<file path="config.mk">
export PLATFORM = sky130hd
export DESIGN_NAME = pcib_window_decoder
export DESIGN_NICKNAME = d
export VERILOG_FILES = /design/src/rtl/pcib_pkg.sv /design/src/rtl/pcib_dword_reg.sv /design/src/rtl/pcib_range_cmp.sv /design/src/rtl/pcib_remap_fsm.sv /design/src/rtl/pcib_cfg_regs.sv /design/src/rtl/pcib_window_decoder.sv
export SDC_FILE = /design/constraint.sdc
export NUM_CORES = 1
export LEC_CHECK = 0
export BUFFER_PORTS_ARGS = -buffer_cell sky130_fd_sc_hd__buf_2
export CORE_ASPECT_RATIO = 1.1
export CORE_MARGIN = 5
export CORE_UTILIZATION = 45
export DETAILED_ROUTE_END_ITERATION = 6
export SLEW_MARGIN = 20
export SYNTH_ARGS = -nofsm -noshare
export SYNTH_HDL_FRONTEND = slang
export SYNTH_HIERARCHICAL = 1
export SYNTH_SLANG_ARGS = --single-unit
</file>
<file path="constraint.sdc">
create_clock -name clk -period 3 [get_ports clk]
set_input_delay 0.3 -clock clk [delete_from_list [all_inputs] [get_ports clk]]
set_output_delay 0.3 -clock clk [all_outputs]
set_load 0.005 [all_outputs]
</file>
<file path="src/rtl/pcib_pkg.sv">
package pcib_pkg;
    localparam int ADDR_W    = 64;
    localparam int DW_W      = 32;
    localparam int BE_W      = DW_W / 8;
    localparam int CFG_IDX_W = 6;
    localparam int NUM_RW    = 8;
    localparam int NUM_WIN   = 3;

    typedef enum logic [1:0] {
        SPACE_IO   = 2'd0,
        SPACE_MEM  = 2'd1,
        SPACE_PREF = 2'd2,
        SPACE_NONE = 2'd3
    } space_e;

    typedef enum logic [1:0] {
        ST_QUIET    = 2'd0,
        ST_WR_SEEN  = 2'd1,
        ST_DIS_SEEN = 2'd2
    } remap_st_e;

    localparam int WIN_IO   = 0;
    localparam int WIN_MEM  = 1;
    localparam int WIN_PREF = 2;

    // slot numbering of the writable dwords
    localparam int SLOT_BUS  = 0;
    localparam int SLOT_IO   = 1;
    localparam int SLOT_MEM  = 2;
    localparam int SLOT_PREF = 3;
    localparam int SLOT_PBU  = 4;
    localparam int SLOT_PLU  = 5;
    localparam int SLOT_IOU  = 6;
    localparam int SLOT_BCTL = 7;

    localparam logic [CFG_IDX_W-1:0] DWI_STATUS = 6'h01;
    localparam logic [CFG_IDX_W-1:0] DWI_HDR    = 6'h03;
    localparam logic [7:0]           STAT_CAPS  = 8'hA0;

    localparam logic [CFG_IDX_W-1:0] SLOT_DWI [0:NUM_RW-1] =
        '{6'h06, 6'h07, 6'h08, 6'h09, 6'h0A, 6'h0B, 6'h0C, 6'h0F};

    localparam logic [DW_W-1:0] SLOT_WMASK [0:NUM_RW-1] =
        '{32'hFFFF_FFFF, 32'h0000_F0F0, 32'hFFF0_FFF0, 32'hFFF0_FFF0,
          32'hFFFF_FFFF, 32'hFFFF_FFFF, 32'hFFFF_FFFF, 32'hFFFF_0000};

    // disable command: q = (q & AND) | OR
    localparam logic [DW_W-1:0] SLOT_DIS_AND [0:NUM_RW-1] =
        '{32'hFFFF_FFFF, 32'hFFFF_0FFF, 32'h0000_FFFF, 32'h0000_FFFF,
          32'h0000_0000, 32'h0000_0000, 32'hFFFF_FFFF, 32'hFFFF_FFFF};

    localparam logic [DW_W-1:0] SLOT_DIS_OR [0:NUM_RW-1] =
        '{32'h0000_0000, 32'h0000_00F0, 32'h0000_FFF0, 32'h0000_FFF0,
          32'h0000_0000, 32'h0000_0000, 32'h0000_0000, 32'h0000_0000};

    // byte lanes whose write raises the remap event
    localparam logic [BE_W-1:0] SLOT_REMAP_BE [0:NUM_RW-1] =
        '{4'b0000, 4'b0011, 4'b1111, 4'b1111,
          4'b1111, 4'b1111, 4'b1111, 4'b0000};
endpackage

</file>
<file path="src/rtl/pcib_dword_reg.sv">
module pcib_dword_reg
    import pcib_pkg::*;
#(
    parameter logic [DW_W-1:0] WMASK   = '1,
    parameter logic [DW_W-1:0] DIS_AND = '1,
    parameter logic [DW_W-1:0] DIS_OR  = '0
) (
    input  logic            clk,
    input  logic            rst_n,
    input  logic            wr_en,
    input  logic [BE_W-1:0] be,
    input  logic [DW_W-1:0] wdata,
    input  logic            dis,
    output logic [DW_W-1:0] q
);
    logic [DW_W-1:0] lane_mask;
    logic [DW_W-1:0] merged;
    logic [DW_W-1:0] nxt;

    generate
        for (genvar k = 0; k < BE_W; k++) begin : g_lane
            assign lane_mask[8*k +: 8] = {8{be[k]}};
        end
    endgenerate

    always_comb begin
        merged = wr_en ? ((q & ~lane_mask) | (wdata & lane_mask & WMASK)) : q;
        nxt    = dis ? ((merged & DIS_AND) | DIS_OR) : merged;
    end

    always_ff @(posedge clk or negedge rst_n) begin
        if (!rst_n) q <= '0;
        else        q <= nxt;
    end
endmodule

</file>
<file path="src/rtl/pcib_range_cmp.sv">
module pcib_range_cmp #(
    parameter int W = 64
) (
    input  logic [W-1:0] lo,
    input  logic [W-1:0] hi,
    input  logic [W-1:0] addr,
    input  logic         en,
    output logic         hit
);
    assign hit = en && (addr >= lo) && (addr <= hi);
endmodule

</file>
<file path="src/rtl/pcib_remap_fsm.sv">
module pcib_remap_fsm
    import pcib_pkg::*;
(
    input  logic clk,
    input  logic rst_n,
    input  logic win_wr,
    input  logic dis,
    output logic remap_pulse
);
    remap_st_e state, state_nxt;

    always_comb begin
        if (dis)         state_nxt = ST_DIS_SEEN;
        else if (win_wr) state_nxt = ST_WR_SEEN;
        else             state_nxt = ST_QUIET;
    end

    always_ff @(posedge clk or negedge rst_n) begin
        if (!rst_n) state <= ST_QUIET;
        else        state <= state_nxt;
    end

    always_comb begin
        unique case (state)
            ST_QUIET:    remap_pulse = 1'b0;
            ST_WR_SEEN:  remap_pulse = 1'b1;
            ST_DIS_SEEN: remap_pulse = 1'b1;
            default:     remap_pulse = 1'b0;
        endcase
    end
endmodule

</file>
<file path="src/rtl/pcib_cfg_regs.sv">
module pcib_cfg_regs
    import pcib_pkg::*;
#(
    parameter bit IO32     = 1'b1,
    parameter bit PREF64   = 1'b1,
    parameter bit MULTI_FN = 1'b0
) (
    input  logic                 clk,
    input  logic                 rst_n,
    input  logic [CFG_IDX_W-1:0] cfg_idx,
    input  logic [BE_W-1:0]      cfg_be,
    input  logic [DW_W-1:0]      cfg_wdata,
    input  logic                 cfg_we,
    input  logic                 dis_fwd,
    output logic [DW_W-1:0]      cfg_rdata,
    output logic                 win_wr,
    output logic [3:0]           io_b,
    output logic [3:0]           io_l,
    output logic [15:0]          io_bu,
    output logic [15:0]          io_lu,
    output logic [11:0]          mem_b,
    output logic [11:0]          mem_l,
    output logic [11:0]          pf_b,
    output logic [11:0]          pf_l,
    output logic [31:0]          pf_bu,
    output logic [31:0]          pf_lu
);
    logic [NUM_RW-1:0][DW_W-1:0] slot_q;
    logic [NUM_RW-1:0]           slot_sel;

    generate
        for (genvar i = 0; i < NUM_RW; i++) begin : g_slot
            assign slot_sel[i] = (cfg_idx == SLOT_DWI[i]);
            pcib_dword_reg #(
                .WMASK   (SLOT_WMASK[i]),
                .DIS_AND (SLOT_DIS_AND[i]),
                .DIS_OR  (SLOT_DIS_OR[i])
            ) u_reg (
                .clk   (clk),
                .rst_n (rst_n),
                .wr_en (cfg_we & slot_sel[i]),
                .be    (cfg_be),
                .wdata (cfg_wdata),
                .dis   (dis_fwd),
                .q     (slot_q[i])
            );
        end
    endgenerate

    function automatic logic [DW_W-1:0] ro_bits(input logic [CFG_IDX_W-1:0] idx);
        logic [DW_W-1:0] v;
        v = '0;
        if (idx == DWI_STATUS) v[23:16] = STAT_CAPS;
        if (idx == DWI_HDR)    v[23:16] = {MULTI_FN, 7'h01};
        if (idx == SLOT_DWI[SLOT_IO]) begin
            v[23:16] = STAT_CAPS;
            v[0]     = IO32;
            v[8]     = IO32;
        end
        if (idx == SLOT_DWI[SLOT_PREF]) begin
            v[0]  = PREF64;
            v[16] = PREF64;
        end
        return v;
    endfunction

    always_comb begin
        cfg_rdata = ro_bits(cfg_idx);
        for (int i = 0; i < NUM_RW; i++) begin
            if (slot_sel[i]) cfg_rdata = cfg_rdata | slot_q[i];
        end
    end

    always_comb begin
        win_wr = 1'b0;
        for (int i = 0; i < NUM_RW; i++) begin
            if (cfg_we && slot_sel[i] && (|(cfg_be & SLOT_REMAP_BE[i]))) win_wr = 1'b1;
        end
    end

    assign io_b  = slot_q[SLOT_IO][7:4];
    assign io_l  = slot_q[SLOT_IO][15:12];
    assign io_bu = slot_q[SLOT_IOU][15:0];
    assign io_lu = slot_q[SLOT_IOU][31:16];
    assign mem_b = slot_q[SLOT_MEM][15:4];
    assign mem_l = slot_q[SLOT_MEM][31:20];
    assign pf_b  = slot_q[SLOT_PREF][15:4];
    assign pf_l  = slot_q[SLOT_PREF][31:20];
    assign pf_bu = slot_q[SLOT_PBU];
    assign pf_lu = slot_q[SLOT_PLU];
endmodule

</file>
<file path="src/rtl/pcib_window_decoder.sv">
module pcib_window_decoder
    import pcib_pkg::*;
#(
    parameter bit IO32     = 1'b1,
    parameter bit PREF64   = 1'b1,
    parameter bit MULTI_FN = 1'b0
) (
    input  logic                 clk,
    input  logic                 rst_n,
    input  logic [CFG_IDX_W-1:0] cfg_dw_addr,
    input  logic [BE_W-1:0]      cfg_be,
    input  logic [DW_W-1:0]      cfg_wdata,
    input  logic                 cfg_we,
    output logic [DW_W-1:0]      cfg_rdata,
    input  logic                 dis_fwd,
    input  logic [1:0]           dec_space,
    input  logic [ADDR_W-1:0]    dec_addr,
    output logic                 fwd_hit,
    output logic                 remap_pulse
);
    localparam int HALF_W = ADDR_W / 2;

    logic        win_wr;
    logic [3:0]  io_b, io_l;
    logic [15:0] io_bu, io_lu;
    logic [11:0] mem_b, mem_l, pf_b, pf_l;
    logic [31:0] pf_bu, pf_lu;

    pcib_cfg_regs #(
        .IO32     (IO32),
        .PREF64   (PREF64),
        .MULTI_FN (MULTI_FN)
    ) u_regs (
        .clk       (clk),
        .rst_n     (rst_n),
        .cfg_idx   (cfg_dw_addr),
        .cfg_be    (cfg_be),
        .cfg_wdata (cfg_wdata),
        .cfg_we    (cfg_we),
        .dis_fwd   (dis_fwd),
        .cfg_rdata (cfg_rdata),
        .win_wr    (win_wr),
        .io_b      (io_b),
        .io_l      (io_l),
        .io_bu     (io_bu),
        .io_lu     (io_lu),
        .mem_b     (mem_b),
        .mem_l     (mem_l),
        .pf_b      (pf_b),
        .pf_l      (pf_l),
        .pf_bu     (pf_bu),
        .pf_lu     (pf_lu)
    );

    pcib_remap_fsm u_fsm (
        .clk         (clk),
        .rst_n       (rst_n),
        .win_wr      (win_wr),
        .dis         (dis_fwd),
        .remap_pulse (remap_pulse)
    );

    logic [NUM_WIN-1:0][ADDR_W-1:0] w_lo, w_hi;
    logic [NUM_WIN-1:0]             w_en, w_hit;

    // window bounds with granularity padding
    assign w_lo[WIN_IO]   = {32'h0, (IO32 ? io_bu : 16'h0), io_b, 12'h000};
    assign w_hi[WIN_IO]   = {32'h0, (IO32 ? io_lu : 16'h0), io_l, 12'hFFF};
    assign w_lo[WIN_MEM]  = {32'h0, mem_b, 20'h00000};
    assign w_hi[WIN_MEM]  = {32'h0, mem_l, 20'hFFFFF};
    assign w_lo[WIN_PREF] = {(PREF64 ? pf_bu : 32'h0), pf_b, 20'h00000};
    assign w_hi[WIN_PREF] = {(PREF64 ? pf_lu : 32'h0), pf_l, 20'hFFFFF};

    generate
        for (genvar g = 0; g < NUM_WIN; g++) begin : g_win
            if (g == WIN_IO) begin : g_io_en
                assign w_en[g] = (dec_space == SPACE_IO) && (dec_addr[ADDR_W-1:HALF_W] == '0);
            end else begin : g_mem_en
                assign w_en[g] = (dec_space == 2'(g));
            end
            pcib_range_cmp #(.W(ADDR_W)) u_cmp (
                .lo   (w_lo[g]),
                .hi   (w_hi[g]),
                .addr (dec_addr),
                .en   (w_en[g]),
                .hit  (w_hit[g])
            );
        end
    endgenerate

    assign fwd_hit = |w_hit;
endmodule

</file>
==> out/metrics.csv <==
stage,metric,value,unit
clock_network,Num Clock Sinks,252,
sta,Worst-Margin Slew,867,ps
sta,final setup margin,-436,ps
route,DRT Pass-1 Iters,5,
outcome,failing checks,setup timing,
finish,share of layout cells above drive strength 1,21.0,%
clock_network,Worst-Skew Late Latency,550,ps
placed_design,Place WS,-399,ps
clock_network,CTS tree,yes,
floorplan,die height,245,microns
floorplan,core area,0.0498,sq mm
sta,# setup viols final,1,
finish,nets,3463,
yosys,Mapped Cells,2471,
floorplan,starting density of the core,45.2,%
placed_design,Final HPWL DP,59.6,mm
power_and_ir_drop,Peak VDD IR,0.459,mV
floorplan,Site Rows,86,
route,Final ANT Viol Nets,0,
sta,fmax,291,MHz
global_routing,GR Util All Layers,26.9,%
sta,Slew Limit Fails,0,
sta,Final period util,115,%
route,wire length per cell,20.7,microns
yosys,Mapped Area,0.0225,sq mm
worst_setup_path,Worst path max stage delay,440,ps
placed_design,routability congestion estimate,0.950,
global_routing,pin count of the biggest net entering global routing,86,
route,DRC,0,
worst_setup_path,critical-path cell list,inv_1 > ha_1 > a21oi_1 > o21ai_0 > a221oi_4 > buf_4 > o221ai_2 > a2111o_1 > a22oi_2 > or3_4 > buf_6,
finish,area grow syn2layout,19.4,%
floorplan,Die Wd,223,microns
global_routing,global-route wire length before repair,116,mm
floorplan,IO Count,146,
worst_setup_path,critical path's slowest cell,a221oi_4,
global_routing,initial antenna violation count,6,
sta,Setup Skew,0,ps
clock_network,total CTS buffers,25,
yosys,Ys Warns,6,
route,Via density,5.55,
route,drt total wl,75.4,mm
power_and_ir_drop,P per Cell Area,324,mW/mm^2
clock_network,Root Driver,clkbuf_16,
floorplan,Die Footprint,0.0546,sq mm
route,routed vias,20300,
worst_setup_path,crit path max fanout,3,
worst_setup_path,CP required,2700,ps
worst_setup_path,critical path data arrival time,3140,ps
placed_design,IO buf count,145,
sta,RSZ-0062 raised after global routing,yes,
sta,Fin. Hold Viols,0,
yosys,syn avg cell area,9.11,sq um
worst_setup_path,CP bufs+invs,3,
run,total of max-cap violations,0,
min_path,Hold Path Class,input pin to flop,
route,Starting DRT DRC Count,1417,
clock_network,Longest Clk Path Bufs,3,
clock_network,Clock transition at path regs,70,ps
global_routing,vias in the first global route,20100,
sta,Slew headroom,42.2,%
global_routing,total congestion overflow,0,
clock_network,H-tree levels,1,
worst_setup_path,critical path class,flop to output pin,
outcome,status,"complete, but fails checks",
worst_setup_path,Setup crit end kind,output pin,
worst_setup_path,critical path's top delay family,compound AO/OA/AOI/OAI gates,
finish,fillcell total,4655,
placed_design,Area after DPL,0.0258,sq mm
worst_setup_path,startpoint class of the critical path,flop,
sta,crit path time final,3440,ps
finish,Final Instance Area,0.0269,sq mm
power_and_ir_drop,Leak,0.0132,uW
[per-layer routing]
layer,global-route usage (%),part of all wire (%),vias up
li1,-,-,9625
met1,36.4,44,9842
met2,44.2,46,640
met3,4.27,6.4,148
met4,8.29,3.4,8
met5,0,0.061,-
[final timing paths]
kind | slack (ps) | startpoint | to | depth (start not counted)
min | 80 | cfg_wdata[2] | flop | 2
max in group asynchronous | 1840 | rst_n | u_regs/g_slot[5].u_reg/q[9]$_DFFE_PN0P_ | 3
min in group asynchronous | 340 | rst_n | u_regs/g_slot[5].u_reg/q[28]$_DFFE_PN0P_ | 2
min reg2reg | 490 | u_regs/g_slot[7].u_reg/q[5]$_DFFE_PN0P_ | u_regs/g_slot[7].u_reg/q[5]$_DFFE_PN0P_ | 1
max reg2reg | 1950 | u_regs/g_slot[5].u_reg/q[26]$_DFFE_PN0P_ | u_regs/g_slot[5].u_reg/q[26]$_DFFE_PN0P_ | 4
max | -440 | flop | fwd_hit | 11
[what timing repair did]
item                                    CTS  global route
gates cloned                              0             0
hold buffers                              1             0
endpoints found under the setup margin    1             1
pin swaps                                10             7
setup buffers                             8             2
gates resized for setup                  31             9
hold endpoints to repair                 78             0
[where the power goes]
part | switching [uW] | internal, uW
Combinational | 1180 | 787
Clock | 1400 | 1780
Sequential | 62.3 | 3490
[layout by cell type (no fill, tap or decap), types with 18 or more instances in the layout]
cell	instances
o221ai_1	18
buf_4	178
a21o_1	18
a21oi_1	191
dfrtp_1	246
and2_1	51
buf_2	142
mux2i_1	59
inv_1	393
a21bo_1	66
nand4_1	64
nor2b_1	19
nor2_1	38
a211o_1	30
ha_1	379
nand2_1	125
conb_1	232
clkbuf_16	25
nand3_1	144
and3_1	29
a21oi_2	62
mux2_2	96
a21bo_2	26
a22oi_1	43
o21ai_0	46
[through the flow]
stage	std cells	total power, uW	utilization [%]	TNS (ps)	hold WS (ps)
floorplan	2701	4700	-	0	4.41
global placement	3589	5420	51.7	-353	364
detailed placement	3589	5510	51.7	-399	370
CTS	3643	8710	53.7	-423	53.8
global route	3648	9150	53.9	-519	66.5
finish	3650	8700	53.9	-436	78.0
[worst reg2reg max path: stages (launching register included)]
cell and delay (ps):
dfrtp_1 420, buf_4 160, buf_4 130, a21bo_1 180, a21oi_2 60
[final cells by class]
cell class	instances	area, sq um	area share (%)
diodes	5	12.5	0.0466
clock inverters	10	92.6	0.345
well taps	660	826	3.07
clock buffers	35	723	2.69
flip-flops and latches	252	6310	23.5
multi-input cells	1962	15200	56.6
repair buffers	329	2200	8.20
inverters	397	1490	5.55
Power figures use the tool's default switching activity.
